[src/rtl/aging_pkg.sv]
package aging_pkg;
  typedef enum logic {
    SCAN_IDLE = 1'b0,
    SCAN_RUN  = 1'b1
  } scan_st_e;
endpackage

[src/rtl/aging_slot.sv]
module aging_slot #(
  parameter int CNT_W = 8
) (
  input  logic             clk,
  input  logic             rst_n,
  input  logic             tick_en,
  input  logic             acc_hit,
  input  logic             fill_hit,
  output logic [CNT_W-1:0] age,
  output logic             used
);
  localparam logic [CNT_W-1:0] FRESH = {1'b1, {(CNT_W-1){1'b0}}};

  always_ff @(posedge clk) begin
    if (!rst_n) begin
      age  <= '0;
      used <= 1'b0;
    end else if (fill_hit) begin
      age  <= FRESH;
      used <= acc_hit;
    end else if (tick_en) begin
      age  <= {used, age[CNT_W-1:1]};
      used <= acc_hit;
    end else if (acc_hit) begin
      used <= 1'b1;
    end
  end

  // ages move only on tick or refill
  assert_hold_R2: assert property (@(posedge clk) disable iff (!rst_n)
    (!tick_en && !fill_hit) |=> $stable(age));
  // the flag from before the tick lands in the top bit
  assert_msb_R2: assert property (@(posedge clk) disable iff (!rst_n)
    (tick_en && !fill_hit) |=> (age[CNT_W-1] == $past(used)));
  // a set flag stays set until a tick or refill
  assert_sticky_R3: assert property (@(posedge clk) disable iff (!rst_n)
    (!tick_en && !fill_hit && used) |=> used);
  // refill leaves the top bit set
  assert_fresh_R7: assert property (@(posedge clk) disable iff (!rst_n)
    fill_hit |=> age[CNT_W-1]);
endmodule

[src/rtl/aging_min_scan.sv]
module aging_min_scan
  import aging_pkg::*;
#(
  parameter int NUM_FRAMES = 8,
  parameter int CNT_W      = 8,
  parameter int IDX_W      = 3
) (
  input  logic                             clk,
  input  logic                             rst_n,
  input  logic                             start,
  input  logic [NUM_FRAMES-1:0][CNT_W-1:0] ages,
  output logic                             busy,
  output logic                             done,
  output logic [IDX_W-1:0]                 victim,
  output logic [CNT_W-1:0]                 victim_age
);
  localparam logic [IDX_W-1:0] LAST = IDX_W'(NUM_FRAMES - 1);

  scan_st_e         st;
  logic [IDX_W-1:0] idx;
  logic [CNT_W-1:0] best_val;
  logic [IDX_W-1:0] best_idx;
  logic [CNT_W-1:0] cur;
  logic             better;

  always_comb begin
    cur    = ages[idx];
    better = (cur < best_val);
  end

  assign busy = (st == SCAN_RUN);

  always_ff @(posedge clk) begin
    if (!rst_n) begin
      st         <= SCAN_IDLE;
      idx        <= '0;
      best_val   <= '1;
      best_idx   <= '0;
      done       <= 1'b0;
      victim     <= '0;
      victim_age <= '0;
    end else begin
      done <= 1'b0;
      case (st)
        SCAN_IDLE: begin
          if (start) begin
            st       <= SCAN_RUN;
            idx      <= '0;
            best_val <= '1;
            best_idx <= '0;
          end
        end
        SCAN_RUN: begin
          if (better) begin
            best_val <= cur;
            best_idx <= idx;
          end
          if (idx == LAST) begin
            st         <= SCAN_IDLE;
            done       <= 1'b1;
            victim     <= better ? idx : best_idx;
            victim_age <= better ? cur : best_val;
          end else begin
            idx <= idx + IDX_W'(1);
          end
        end
        default: st <= SCAN_IDLE;
      endcase
    end
  end

  // the result is a single-cycle pulse
  assert_pulse_R8: assert property (@(posedge clk) disable iff (!rst_n)
    done |=> !done);
  // an accepted request starts a search
  assert_start_R8: assert property (@(posedge clk) disable iff (!rst_n)
    (start && !busy) |=> busy);
  // the result follows a running search, and the block is idle again
  assert_end_R8: assert property (@(posedge clk) disable iff (!rst_n)
    done |-> ($past(busy) && !busy));
endmodule

[src/rtl/aging_victim_sel.sv]
module aging_victim_sel #(
  parameter int NUM_FRAMES = 8,
  parameter int CNT_W      = 8,
  localparam int IDX_W     = (NUM_FRAMES > 1) ? $clog2(NUM_FRAMES) : 1
) (
  input  logic             clk,
  input  logic             rst_n,
  input  logic             tick,
  input  logic             acc_valid,
  input  logic [IDX_W-1:0] acc_frame,
  input  logic             fill_valid,
  input  logic [IDX_W-1:0] fill_frame,
  input  logic             req_valid,
  output logic             req_ready,
  output logic             done,
  output logic [IDX_W-1:0] victim,
  output logic [CNT_W-1:0] victim_age
);
  logic [NUM_FRAMES-1:0][CNT_W-1:0] ages;
  logic [NUM_FRAMES-1:0]            used;
  logic                             busy;
  logic                             tick_pend;
  logic                             tick_en;
  logic                             start;

  assign tick_en   = (tick | tick_pend) & ~busy;
  assign req_ready = ~busy;
  assign start     = req_valid & ~busy;

  always_ff @(posedge clk) begin
    if (!rst_n)             tick_pend <= 1'b0;
    else if (busy && tick)  tick_pend <= 1'b1;
    else if (!busy)         tick_pend <= 1'b0;
  end

  for (genvar g = 0; g < NUM_FRAMES; g++) begin : g_slot
    aging_slot #(.CNT_W(CNT_W)) u_slot (
      .clk      (clk),
      .rst_n    (rst_n),
      .tick_en  (tick_en),
      .acc_hit  (acc_valid && (acc_frame == IDX_W'(g))),
      .fill_hit (fill_valid && (fill_frame == IDX_W'(g))),
      .age      (ages[g]),
      .used     (used[g])
    );
  end

  aging_min_scan #(
    .NUM_FRAMES (NUM_FRAMES),
    .CNT_W      (CNT_W),
    .IDX_W      (IDX_W)
  ) u_scan (
    .clk        (clk),
    .rst_n      (rst_n),
    .start      (start),
    .ages       (ages),
    .busy       (busy),
    .done       (done),
    .victim     (victim),
    .victim_age (victim_age)
  );

  // ages are frozen while a search runs, unless a refill arrives
  assert_frozen_R9: assert property (@(posedge clk) disable iff (!rst_n)
    (busy && !fill_valid) |=> $stable(ages));
  // a tick during a search is remembered
  assert_hold_tick_R9: assert property (@(posedge clk) disable iff (!rst_n)
    (busy && tick) |=> tick_pend);
  // a held tick is used once the search ends
  assert_drain_R9: assert property (@(posedge clk) disable iff (!rst_n)
    (tick_pend && !busy) |=> !tick_pend);
endmodule

[config.mk]
export PLATFORM = sky130hd
export DESIGN_NAME = aging_victim_sel
export DESIGN_NICKNAME = d
export VERILOG_FILES = /design/src/rtl/aging_pkg.sv /design/src/rtl/aging_slot.sv /design/src/rtl/aging_min_scan.sv /design/src/rtl/aging_victim_sel.sv
export SDC_FILE = /design/constraint.sdc
export NUM_CORES = 1
export LEC_CHECK = 0
export BUFFER_PORTS_ARGS = -buffer_cell sky130_fd_sc_hd__buf_2
export CORE_MARGIN = 2
export CORE_UTILIZATION = 45
export DETAILED_ROUTE_END_ITERATION = 12
export SETUP_SLACK_MARGIN = 0.15
export SLEW_MARGIN = 20
export SYNTH_ARGS = -nofsm -noshare
export SYNTH_HDL_FRONTEND = slang
export SYNTH_SLANG_ARGS = --single-unit
[constraint.sdc]
create_clock -name clk -period 2.96 [get_ports clk]
set_input_delay 0.592 -clock clk [delete_from_list [all_inputs] [get_ports clk]]
set_output_delay 0.592 -clock clk [all_outputs]
set_load 0.1 [all_outputs]
==> results of run 1 <==
## path summary, 6_finish.rpt
path                                           endpoint  depth (start not counted)  slack, ns
worst min-delay path            g_slot[3].u_slot.age[0]                          2       0.46
worst max register to register       u_scan.best_val[6]                         12       0.03
worst min register to register  g_slot[3].u_slot.age[0]                          2       0.46
worst max-delay path                 u_scan.best_val[6]                         12       0.03
## metal layers
metal  vias to the layer above  global-route usage  routed length [µm]  share of wire
met5                         -                   0                   0              0
met4                         0             0.07389                 113         0.0099
met3                        12             0.02915                 389          0.034
met2                        82              0.3756                5822           0.51
met1                      1902              0.2942                5073           0.45
li1                       1942                   -                   -              -
## sequential cells by signal, summed over array words and instances, names as in the netlist
signal and cells:
u_scan.best_val 8, u_scan.done 1, u_scan.best_idx 3, u_scan.victim 3, tick_pend 1, u_scan.idx 3
u_scan.victim_age 8, g_slot.u_slot.used 8, u_scan.busy 1, g_slot.u_slot.age 64
## critical path: stages (launching register included)
cell	delay, ns
dfxtp_2	0.37
buf_12	0.13
buf_8	0.13
mux4_2	0.50
mux2i_2	0.22
inv_2	0.09
ha_4	0.27
nand4_1	0.13
a211oi_2	0.31
o21a_2	0.26
buf_2	0.21
nor4_1	0.07
a31oi_1	0.16
## timing repair
item,CTS,global route
setup buffers,27,6
pin swaps,10,11
resized for setup,30,29
endpoints found under the setup margin,22,22
gates cloned,0,2
## power groups by stage
stage	Clock, mW	Combinational (mW)	Sequential (mW)
6_report	0.800	0.219	1.39
3_5_place_dp	0	0.194	1.42
2_1_floorplan	0	0.134	1.41
5_1_grt	0.876	0.239	1.39
4_1_cts	0.814	0.208	1.39
3_3_place_gp	0	0.191	1.42
## cell usage in the layout, fill, tap and decap left out, drive strengths merged, types with 11 or more instances in the layout
master	n
nand2	145
dfxtp	100
buf	86
a21oi	64
nor2	21
nand3	20
inv	20
mux4	16
a31oi	15
clkbuf	11
## layout make-up
type                            count  area [µm²]
Clock buffer                       11       131.4
Clock inverter                      5       35.03
Fill cell                         900        4168
Inverter                           18       67.56
Multi-Input combinational cell    365        2416
Sequential cell                   100        2004
Tap cell                          133       166.4
Timing Repair Buffer               86       650.6
## cells by family after synthesis
group | count (synthesis) | share of synthesized area
AND/OR/NAND/NOR | 212 | 0.2000
AO/OA/AOI/OAI | 119 | 0.1646
flip-flops | 100 | 0.4526
buffers and inverters | 52 | 0.04922
multiplexers | 25 | 0.1081
adder cells (fa/ha/maj) | 9 | 0.02546
## metrics by stage
step	setup slack, ns	util	power [mW]	TNS [ns]
after floorplan	0.1700	-	1.539	0
after global placement	-0.05851	0.5009	1.606	-0.2636
after detailed placement	-0.07661	0.5009	1.610	-0.8190
after CTS	0.1219	0.5484	2.408	0
after global routing	-0.1059	0.5676	2.505	-0.9801
final	0.03223	0.5676	2.406	0
==> results.yml, run 1 <==
outcome:
  outcome: "finished clean"
setup_path:
  crit_arrival_ns: 3.20
  crit_fanout: 6
  reg2reg_from: "u_scan.idx[2]"
  crit_path_start: "u_scan.idx[2]"
  cp_data_required_time_ns: 3.24
  worstSetupPathType: "flip-flop to flip-flop"
  start_kind: "flip-flop"
  endpoint_kind: "flip-flop"
routing:
  routed_wl_mm: 11.40
  drc_errors: 0
  antenna_left: 0
  avgViaCountPerCell: 5.485
  via_count: 3938
  firstDrtPassIters: 4
  wire_per_inst_um: 15.88
  first_iter_violations: 273
synth:
  async_flop_share: 0
  synthDistinctLibCells: 34
  yosys_register_bits: 100
  syn-num-nets: 538
  synth_cells: 517
  syn-cell-area_um2: 4423
  synth_seq_area_share: 0.4526
  synth_top_area_share: 0.4526
  synth.area.top_cells: "dfxtp_1, nand2_1, a21oi_1"
  synth_most_common_cell: "nand2_1"
  synth_area_per_cell_um2: 8.555
  synth_common_cells: "nand2_1, dfxtp_1, a21oi_1"
  synth-edff-count: 0
  yosys_warnings: 0
  synthFlopType: "dfxtp_1"
  synth_top_cell_by_area: "dfxtp_1"
cells_and_area:
  final_area_um2: 5472
  stdcell_count: 718
  drive_above_1_share: 0.2701
  fin_nets: 601
  area_growth_pct: 23.71
  antennaDiodeCount: 0
die:
  fp.dieW_um: 103.1
  initial_core_util: 0.4589
  rows: 36
  dieHeight_um: 103.1
  ios: 25
  dieArea_um2: 10640
  fp.coreArea_um2: 9639
global_routing:
  grt.overflow.total: 0
  antenna_found_initial: 0
  grt_pass1_wl_mm: 18.44
  grtUsageTotal: 0.2221
  grt_max_degree: 65
  grt_pass1_vias: 3753
timing:
  slew_viol_final: 0
  finClkSkew_ns: 0.01162
  maxSlewHeadroom: 0.4998
  finalCriticalPeriod_ns: 2.928
  hold_viol: 0
  rsz0062_at_grt: "yes"
  setup_violations: 0
  holdWs_ns: 0.4587
  min_period_over_period: 0.9891
  fmax_ghz: 0.3416
  worst_pin_slew_ns: 0.7492
clock_tree:
  tritoncts: "done"
  ctsHoldBuffers: 0
  clock_sinks: 100
  cts_buffer_depth: 2
  clk_pin_slew_worst_paths_ns: 0.10
  root_buffer: "clkbuf_8"
  insertion_delay_ns: 0.36
  cts_buffers: 9
  htree_levels: 3
placement:
  place_congestion: 0.8940
  placed_cell_area_um2: 4828
  hpwlAfterDp_mm: 7.155
  port_buffers: 24
  placed_cells: 667
power:
  powerDensity_nw_per_um2: 439.7
  cellLeakagePower_nw: 2.084
  switching_share: 0.2737
  p_sw_uw: 658.6
  p_comb_frac: 0.091
  p_clk_frac: 0.333
  p_seq_frac: 0.576
  power.internal_mw: 1.747
  ir_drop_uv: 284.3
worst_hold_path:
  min_from: "g_slot[3].u_slot.age[0]"
  hp-class: "flip-flop to flip-flop"
flow_run:
  cap_violations: 0
No activity file was read; power rests on OpenSTA's default activity.
==> run 2: changes to the inputs <==
- CELL_PAD_IN_SITES_DETAIL_PLACEMENT: default -> 0
- CELL_PAD_IN_SITES_GLOBAL_PLACEMENT: default -> 1
- CORE_UTILIZATION: 45 -> 42
- PLACE_DENSITY_LB_ADDON: default -> 0.1
==> run 2 against run 1 <==
Effect of this change: worst setup slack improved by 0.0038 ns; register-to-register slack barely moved; sequential power hardly changed; critical path depth is 1 lower; core utilization down 2.8 points; fmax up 0.13%; clock power up 15%; largest power group unchanged; highest routed layer unchanged.
==> results.yml, run 2 (synthesized netlist as in run 1, its figures left out) <==
die:
  fp.dieW_um: 106.6
  dieHeight_um: 106.6
  initial_core_util: 0.4304
  rows: 37
  ios: 25
  fp.coreArea_um2: 10280
  dieArea_um2: 11370
placement:
  placed_cells: 667
  hpwlAfterDp_mm: 7.650
  port_buffers: 24
  place_congestion: 0.8100
global_routing:
  met1_usage: 0.2755
  grt_pass1_wl_mm: 18.99
  grt_util_met2: 0.3567
  antenna_found_initial: 0
  grt_max_degree: 73
  grt_util_met3: 0.03404
  top_usage_layer: "met2"
  grt.overflow.total: 0
  grt_pass1_vias: 3808
  grtUsageTotal: 0.2109
setup_path:
  worstSetupPathType: "flip-flop to flip-flop"
  slowest_stage: "mux4_2"
  crit_chain: "buf_12 > mux4_2 > mux2i_2 > inv_1 > ha_2 > a211oi_2 > nand2_1 > o21a_4 > or2_4 > buf_6 > o311ai_2"
  start_kind: "flip-flop"
  crit_fanout: 6
  crit_path_max_incr_delay_ns: 0.53
  endpoint_kind: "flip-flop"
  crit_arrival_ns: 3.20
  cp_data_required_time_ns: 3.24
cells_and_area:
  area_growth_pct: 25.43
  fin_nets: 601
  largest_reg_flops: 64
  fin_util: 0.5398
  stdcell_count: 721
  regMostFlops: "g_slot.u_slot.age"
  antennaDiodeCount: 0
  drive_above_1_share: 0.2735
  final_common_cell: "nand2_1"
  final_cell_mix: "nand2_1, dfxtp_1, a21oi_1"
timing:
  setup_violations: 0
  worst_pin_slew_ns: 0.7527
  slew_viol_final: 0
  hold_viol: 0
  finClkSkew_ns: 0.01487
  maxSlewHeadroom: 0.4982
  min_period_over_period: 0.9878
  tns_ns: 0
  rsz0062_at_grt: "yes"
  fmax_ghz: 0.3420
  finalCriticalPeriod_ns: 2.924
  holdWs_ns: 0.4632
worst_hold_path:
  hp-class: "flip-flop to flip-flop"
clock_tree:
  cts_buffer_depth: 2
  insertion_delay_ns: 0.38
  tritoncts: "done"
  cts_buffers: 9
  root_buffer: "clkbuf_8"
  clock_sinks: 100
  ctsHoldBuffers: 0
  htree_levels: 3
  clk_pin_slew_worst_paths_ns: 0.11
routing:
  antenna_left: 0
  firstDrtPassIters: 5
  drc_errors: 0
  avgViaCountPerCell: 5.456
  via_count: 3934
  routed_wl_mm: 11.99
  wire_per_inst_um: 16.63
  first_iter_violations: 242
power:
  total_power_mw: 2.525
  ir_drop_uv: 189.9
  cellLeakagePower_nw: 2.084
  powerDensity_nw_per_um2: 455.1
outcome:
  outcome: "finished clean"
flow_run:
  cap_violations: 0
## run 2: changes by cell type in the layout (fill, tap and decap cells not counted), moves of 2 or more
cell     previous run  this run
buf_6               4         7
buf_4              52        50
buf_8               2         0
dfxtp_2             2         0
dfxtp_4             0         2
## run 2: layout make-up
| class | instances | area (µm²) |
|---|---|---|
| fillers | 977 | 4730 |
| multi-input cells | 365 | 2432 |
| flip-flops and latches | 100 | 2009 |
| repair buffers | 86 | 671.9 |
| well taps | 136 | 170.2 |
| clock buffers | 10 | 127.6 |
| clock inverters | 6 | 68.82 |
| inverters | 18 | 67.56 |
## run 2: critical path, delay by kind of cell (launching register included)
family | cells | cell delay, ns
AO/OA/AOI/OAI | 3 | 0.72
adder cells (fa/ha/maj) | 1 | 0.19
buffers and inverters | 3 | 0.36
flip-flops | 1 | 0.39
multiplexers | 2 | 0.74
AND/OR/NAND/NOR | 2 | 0.40
## run 2: what timing repair did
item / 4_1_cts / 5_1_grt
setup endpoints to repair: 22 / 22
cloned: 2 / 2
pin swaps: 9 / 24
buffers inserted: 29 / 5
resized for setup: 30 / 33
hold endpoints to repair: 0 / 0
## run 2: report_power, final
part | switching [mW] | leakage (nW) | internal (mW) | total (mW)
combinational | 0.154 | 1.18 | 0.0729 | 0.227
sequential | 0.0161 | 0.811 | 1.36 | 1.38
clock | 0.518 | 0.0977 | 0.400 | 0.918
total | 0.688 | 2.08 | 1.84 | 2.52
## run 2: worst paths after layout
| kind | startpoint | end | cells after the start | slack, ns |
|---|---|---|---|---|
| worst max-delay path | u_scan.idx[1] | u_scan.victim_age[1] | 11 | 0.04 |
| worst min-delay path | g_slot[4].u_slot.age[0] | g_slot[4].u_slot.age[0] | 2 | 0.46 |
| worst max register to register | u_scan.idx[1] | u_scan.victim_age[1] | 11 | 0.04 |
| worst min register to register | g_slot[4].u_slot.age[0] | g_slot[4].u_slot.age[0] | 2 | 0.46 |
## run 2: metrics by stage
step,setup WS (ns),area (µm²)
detailed placement,-0.1541,4797
floorplan,0.1700,4442
finish,0.03604,5548
CTS,0.05714,5319
global route,-0.08887,5548
global placement,-0.05532,4797
## run 2: routing by layer
metal  vias up  part of all wire
li1       1946                 -
met1      1912              0.46
met2        64              0.50
met3        12             0.024
met4         0             0.012
met5         -                 0
